--- src/rtl/gpio6_port.sv ---
module gpio6_port #(
  parameter int PORT_W = 6,
  parameter int BUS_W = 8,
  parameter int IDX_W = 3,
  parameter int OSC_W = 3,
  parameter int IN_ONLY_BIT = 3,
  parameter int XTAL_CODES = 3,
  parameter logic [PORT_W-1:0] XTAL_PINS = 6'h30
) (
  input  logic              clk,
  input  logic              rst_n,
  input  logic              reg_addr,
  input  logic              bus_we,
  input  logic [BUS_W-1:0]  bus_wdata,
  output logic [BUS_W-1:0]  bus_rdata,
  input  logic              bit_req,
  input  logic              bit_set,
  input  logic [IDX_W-1:0]  bit_idx,
  input  logic [PORT_W-1:0] pin_in,
  output logic [PORT_W-1:0] pin_out,
  output logic [PORT_W-1:0] pin_oe,
  input  logic [PORT_W-1:0] ana_mask,
  input  logic              mclr_en,
  input  logic [OSC_W-1:0]  osc_code
);
  localparam logic [PORT_W-1:0] IN_ONLY_M = PORT_W'(1) << IN_ONLY_BIT;
  localparam int PAD_W = BUS_W - PORT_W;

  logic [PORT_W-1:0] sync1_q, sync2_q, lat_q, dir_q;
  logic [PORT_W-1:0] dir_eff, hide, port_rd, bit_mask, rmw;
  logic xtal, port_wr, dir_wr;
  logic unused_wbits;

  assign unused_wbits = ^bus_wdata[BUS_W-1:PORT_W];

  assign xtal     = osc_code < OSC_W'(XTAL_CODES);
  assign dir_eff  = dir_q | IN_ONLY_M | (xtal ? XTAL_PINS : '0);
  assign hide     = ana_mask | (mclr_en ? IN_ONLY_M : '0);
  assign port_rd  = sync2_q & ~hide;
  assign bit_mask = (int'(bit_idx) < PORT_W) ? (PORT_W'(1) << bit_idx) : '0;
  assign rmw      = bit_set ? (port_rd | bit_mask) : (port_rd & ~bit_mask);
  assign port_wr  = bus_we && !reg_addr;
  assign dir_wr   = bus_we && reg_addr;

  assign pin_out   = lat_q;
  assign pin_oe    = ~dir_eff;
  assign bus_rdata = {PAD_W'(0), reg_addr ? dir_eff : port_rd};

  always_ff @(posedge clk or negedge rst_n) begin
    if (!rst_n) begin
      sync1_q <= '0;
      sync2_q <= '0;
      lat_q   <= '0;
      dir_q   <= '1;
    end else begin
      sync1_q <= pin_in;
      sync2_q <= sync1_q;
      if (port_wr)      lat_q <= bus_wdata[PORT_W-1:0];
      else if (bit_req) lat_q <= rmw;
      if (dir_wr)       dir_q <= bus_wdata[PORT_W-1:0];
    end
  end


  in_only_oe_chk: assert property (@(posedge clk) disable iff (!rst_n)
    !pin_oe[IN_ONLY_BIT]);


  upper_zero_chk: assert property (@(posedge clk) disable iff (!rst_n)
    bus_rdata[BUS_W-1:PORT_W] == '0);


  xtal_oe_chk: assert property (@(posedge clk) disable iff (!rst_n)
    xtal |-> (pin_oe & XTAL_PINS) == '0);


  analog_read_chk: assert property (@(posedge clk) disable iff (!rst_n)
    !reg_addr |-> (bus_rdata[PORT_W-1:0] & ana_mask) == '0);


  mclr_read_chk: assert property (@(posedge clk) disable iff (!rst_n)
    (!reg_addr && mclr_en) |-> !bus_rdata[IN_ONLY_BIT]);


  port_write_chk: assert property (@(posedge clk) disable iff (!rst_n)
    port_wr |=> pin_out == $past(bus_wdata[PORT_W-1:0]));


  dir_bit3_chk: assert property (@(posedge clk) disable iff (!rst_n)
    reg_addr |-> bus_rdata[IN_ONLY_BIT]);
endmodule

--- config.mk ---
export PLATFORM = sky130hd
export DESIGN_NAME = gpio6_port
export DESIGN_NICKNAME = d
export VERILOG_FILES = /design/src/rtl/gpio6_port.sv
export SDC_FILE = /design/constraint.sdc
export NUM_CORES = 1
export LEC_CHECK = 0
export BUFFER_PORTS_ARGS = -buffer_cell sky130_fd_sc_hd__buf_2
export CORE_UTILIZATION = 37
export CTS_BUF_LIST = sky130_fd_sc_hd__clkbuf_4
export CTS_CLUSTER_SIZE = 25
export DETAILED_ROUTE_END_ITERATION = 7
export GPL_ROUTABILITY_DRIVEN = 1
export PLACE_DENSITY = 0.67
export SYNTH_ARGS = -nofsm -noshare
export SYNTH_HDL_FRONTEND = slang
export SYNTH_SLANG_ARGS = --single-unit
--- constraint.sdc ---
create_clock -name clk -period 1.1 [get_ports clk]
set_clock_uncertainty 0.1 [all_clocks]
set_input_delay 0.055 -clock clk [delete_from_list [all_inputs] [get_ports clk]]
set_output_delay 0.055 -clock clk [all_outputs]
set_load 0.02 [all_outputs]
Word-level counts from Yosys, hierarchy flattened
Cells that the tools add are included.
Widths: inputs -> output; s select.
{"block": "word_totals", "word_cells": 26, "register_bits": 24, "inputBits": 33}
{"block": "op_classes", "n_reduce_logical": 4, "n_mux": 7, "n_shift": 1, "n_lt_le_gt_ge": 2, "n_bitwise": 8}
{"operator": "$mux 6", "count": 6}
{"operator": "$not 6->6", "count": 3}
{"operator": "$and 6x6->6", "count": 2}
{"operator": "$or 6x6->6", "count": 2}
{"operator": "$or 6x4->6", "count": 1}
{"operator": "$shl 1x3->6 const A", "count": 1}
{"operator": "$mux 4", "count": 1}
{"operator": "$lt 3x2->1 const B", "count": 1}
{"operator": "$lt 3x3->1 const B", "count": 1}
{"operator": "$logic_and 1x1->1", "count": 2}
{"operator": "$reduce_bool 2->1", "count": 1}
{"operator": "$logic_not 1->1", "count": 1}

Logic depth before layout (Yosys ltp)
{"block": "logic_depth", "word_depth": 8, "mapped_depth": 4, "ltp_nobuf": 3}

Least setup slack after synthesis
Ideal clock, no wire load.
{"block": "synth_timing", "kind": "register to output", "from": "reg sync2_q[5]", "to": "out bus_rdata[5]", "path_buffers": 0, "arrival_time_ps": 844, "path_stages_with_launch": 3, "t_required_ps": 945, "slack_ps": 101, "cell_sequence": "dfrtp_1 > nand2b_1 > o21ai_0"}
{"block": "synth_between", "elab_chain_cells": 2}
{"item": "from (decl)", "line": "29", "rtl": "logic [PORT_W-1:0] sync1_q, sync2_q, lat_q, dir_q;"}
{"item": "from (signal assigned)", "line": "57", "rtl": "sync2_q <= sync1_q;"}
{"item": "$and 6x6->6", "line": "39", "rtl": "assign port_rd = sync2_q & ~hide;"}
{"item": "$mux 6", "line": "47", "rtl": "assign bus_rdata = {PAD_W'(0), reg_addr ? dir_eff : port_rd};"}
{"item": "to (decl)", "line": "15", "rtl": "output logic [BUS_W-1:0] bus_rdata,"}
Every way passes these cells.

Worst setup path after layout
{"block": "layout_timing", "from": "reg sync2_q[3]", "to": "out bus_rdata[3]"}
The elaborated chain is that of the path after synthesis.

==> results.ini <==
[outcome]
status = complete, but fails checks
violations = negative setup slack

[cts]
clk_pin_slew_ps = 110
clock_path_buffers = 2
root_buffer = clkbuf_4
cts_buffers = 3
clk_latency_ps = 300
tritoncts = built
h-tree-depth = 1
cts.sinks = 23

[synthesis]
synth.area.top_cells = dfrtp_1 43%, dfstp_2 13%, mux2i_1 5.8%, mux2_2 5.4%, o21ai_0 5.3%
async_flop_share = 1.000
synth_ff_type = dfrtp_1
ys_seq_area_frac = 0.5602
syn_inst = 93
ys_ff_latch = 23
synth_top_area_frac = 0.4337
synth_commonest_cells = 18 x dfrtp_1, 11 x o21ai_0, 9 x nand2_1, 6 x mux2i_1, 6 x nand2b_1
netlist_area_mm2 = 0.001038
yosysWarnings = 0
synth.distinct_cells = 24
synth_top_area_cell = dfrtp_1
synth.most_common_cell = dfrtp_1
synth-edff-count = 0
postSynthAreaPerCell_um2 = 11.17

[die]
core_mm2 = 0.002567
num_rows = 18
start_util = 0.4045
fp.dieW_um = 54.98
die_area_mm2 = 0.003023
die_h_um = 54.98
io_pins = 53

[cells_and_area]
syn_to_final_growth_pct = 58.19
seqCellArea_um2 = 581.8
fillers = 214
n_antenna_cell = 0
multi_input_area_um2 = 470.5
drive_gt1_frac = 0.5215
final_util = 0.6399
nets = 197

[critical_path]
critPathMaxFanout = 2
path_cells = nor3b_4 > or2_4 > buf_6
end_kind = output pin
path_delay_family = flip-flops
critPathRequiredTime_ps = 940
worstRegToRegCells = 4
crit_path_max_incr_delay_ps = 380
rr_startpoint = sync2_q[3]$_DFF_PN0_
start_kind = register
cp.arrival_ps = 1200
critical-path-slowest-cell = dfrtp_1
r2r_setup_slack_ps = 30
rr_endpoint = pin_out[3]$_DFFE_PN0P_
worstSetupPathType = reg -> out
crit_buf_inv = 1

[hold_path]
hold_start = bit_req
hp-class = in -> reg
holdPathStages = 3
hold_end = pin_out[0]$_DFFE_PN0P_

[route]
vias = 918
ant_nets = 0
drc = 0
wire_per_inst_um = 12.31
drt-initial-drc-count = 11
viasPerCell = 4.756
drtPass1Iterations = 2
drt_wl_total_mm = 2.376

[sta]
finalCritPeriodShare = 1.231
hold_viol_final = 0
rsz0062_at_grt = true
setup_violations = 11
final_max_slew_viol_count = 0
fmax_ghz = 0.7384
worst_slack_ps = -254.2
layout_min_cycle_time_ps = 1354

[power]
p_sw_uw = 575.5
vdd_ir_drop_max_mv = 0.7947
power.total_mw = 2.002
share_seq_of_total_power = 0.492
leakagePower_nw = 0.7870
power.density_mw_per_mm2 = 1219
p_int_mw = 1.427
pwr-share-comb = 0.311
switching_share = 0.2874
pwr-share-clk = 0.196

[global_route]
antenna_found_initial = 0
grt_pass1_wl_mm = 3.822
grt_pass1_vias = 936
grt_max_degree = 24
grt.overflow.total = 0
grtUsageTotal = 0.1847

[flow_run]
maxCapViolations = 0

[placed_design]
pre_cts_slack_ps = -69.23
hpwlAfterDp_mm = 1.746
place_congestion = 0.8030
portBuffers = 47

==> cell families after synthesis <==
| group | Yosys count | share of synthesized area |
|---|---|---|
| AO/OA/AOI/OAI | 18 | 0.1084 |
| buffers and inverters | 9 | 0.04456 |
| flip-flops | 23 | 0.5602 |
| multiplexers | 12 | 0.1265 |
| other | 1 | 0.003611 |
| AND/OR/NAND/NOR | 30 | 0.1566 |
==> layout by cell type (no fill, tap or decap) <==
master / n
or2_4: 1
buf_2: 36
nand2_2: 2
o21ai_2: 5
clkbuf_4: 4
nor2b_1: 2
nor2_1: 1
conb_1: 3
inv_2: 3
mux2_4: 1
dfrtp_1: 18
buf_6: 12
nor2_4: 2
mux2_2: 5
nor3_1: 2
nand2b_1: 6
dlygate4sd3_1: 14
and2_1: 1
a211oi_2: 1
a21oi_1: 1
o21ai_0: 4
nor3b_4: 1
mux2i_1: 6
dfstp_2: 5
buf_4: 7
a2bb2oi_1: 4
nand3b_1: 2
o21ai_1: 3
nand2_1: 7
inv_1: 1
nor3b_1: 3
==> worst reg2reg max path, stage by stage (launching register included) <==
cell and delay, ps:
dfrtp_1 380, nor3b_4 150, buf_4 120, mux2i_1 130, o21ai_1 70
==> registers in the layout, indices dropped and copies added, names as in the netlist <==
name / cells
pin_out: 6
sync1_q: 6
sync2_q: 6
dir_q: 5
==> routing by layer <==
| metal | routed length (um) | vias up | part of all wire | track usage |
|---|---|---|---|---|
| li1 | - | 452 | - | - |
| met1 | 1024 | 426 | 0.43 | 0.2100 |
| met2 | 1188 | 36 | 0.50 | 0.3273 |
| met3 | 127 | 4 | 0.053 | 0.03552 |
| met4 | 34 | 0 | 0.014 | 0.09167 |
| met5 | 0 | - | 0 | 0 |
==> area by class of cell <==
cell class / instances / area share
well taps: 30 / 0.02285
clock buffers: 4 / 0.01828
inverters: 4 / 0.009139
multi-input cells: 63 / 0.2864
flip-flops and latches: 23 / 0.3541
repair buffers: 69 / 0.3092
==> repair_timing <==
action,4_1_cts,5_1_grt
cloned,0,0
pin swaps,4,3
hold endpoints to repair,40,0
gates resized for setup,30,17
hold buffers,14,0
setup endpoints to repair,11,13
setup buffers,2,1
==> worst max-delay path by stage <==
stage / startpoint / to / slack, ps / cells past startpoint
detailed placement: bit_idx[2] / pin_out[0]$_DFFE_PN0P_ / -70 / 4
floorplan: sync2_q[5]$_DFF_PN0_ / bus_rdata[5] / 100 / 2
global placement: bit_idx[2] / pin_out[0]$_DFFE_PN0P_ / -20 / 4
CTS: sync2_q[3]$_DFF_PN0_ / bus_rdata[3] / -250 / 3
global route: sync2_q[3]$_DFF_PN0_ / bus_rdata[3] / -310 / 3
finish: sync2_q[3]$_DFF_PN0_ / bus_rdata[3] / -250 / 3
==> metrics by stage <==
stage               instances  instance area, um2  setup TNS (ps)  hold WS (ps)
floorplan                  95                1046               0        -340.6
global placement          172                1325          -30.20        -56.75
detailed placement        172                1325          -131.4        -48.64
CTS                       192                1574           -2016         43.73
global route              193                1643           -2622         54.17
finish                    193                1643           -1857         61.71
==> power by group through the flow <==
stage	clock, mW	combinational (mW)	sequential, mW
final	0.393	0.623	0.986
after floorplan	0	0.231	1.02
after CTS	0.419	0.567	0.981
after global routing	0.466	0.676	0.995
after global placement	0	0.445	0.988
after detailed placement	0	0.453	0.994
(Power assumes the default switching activity.)
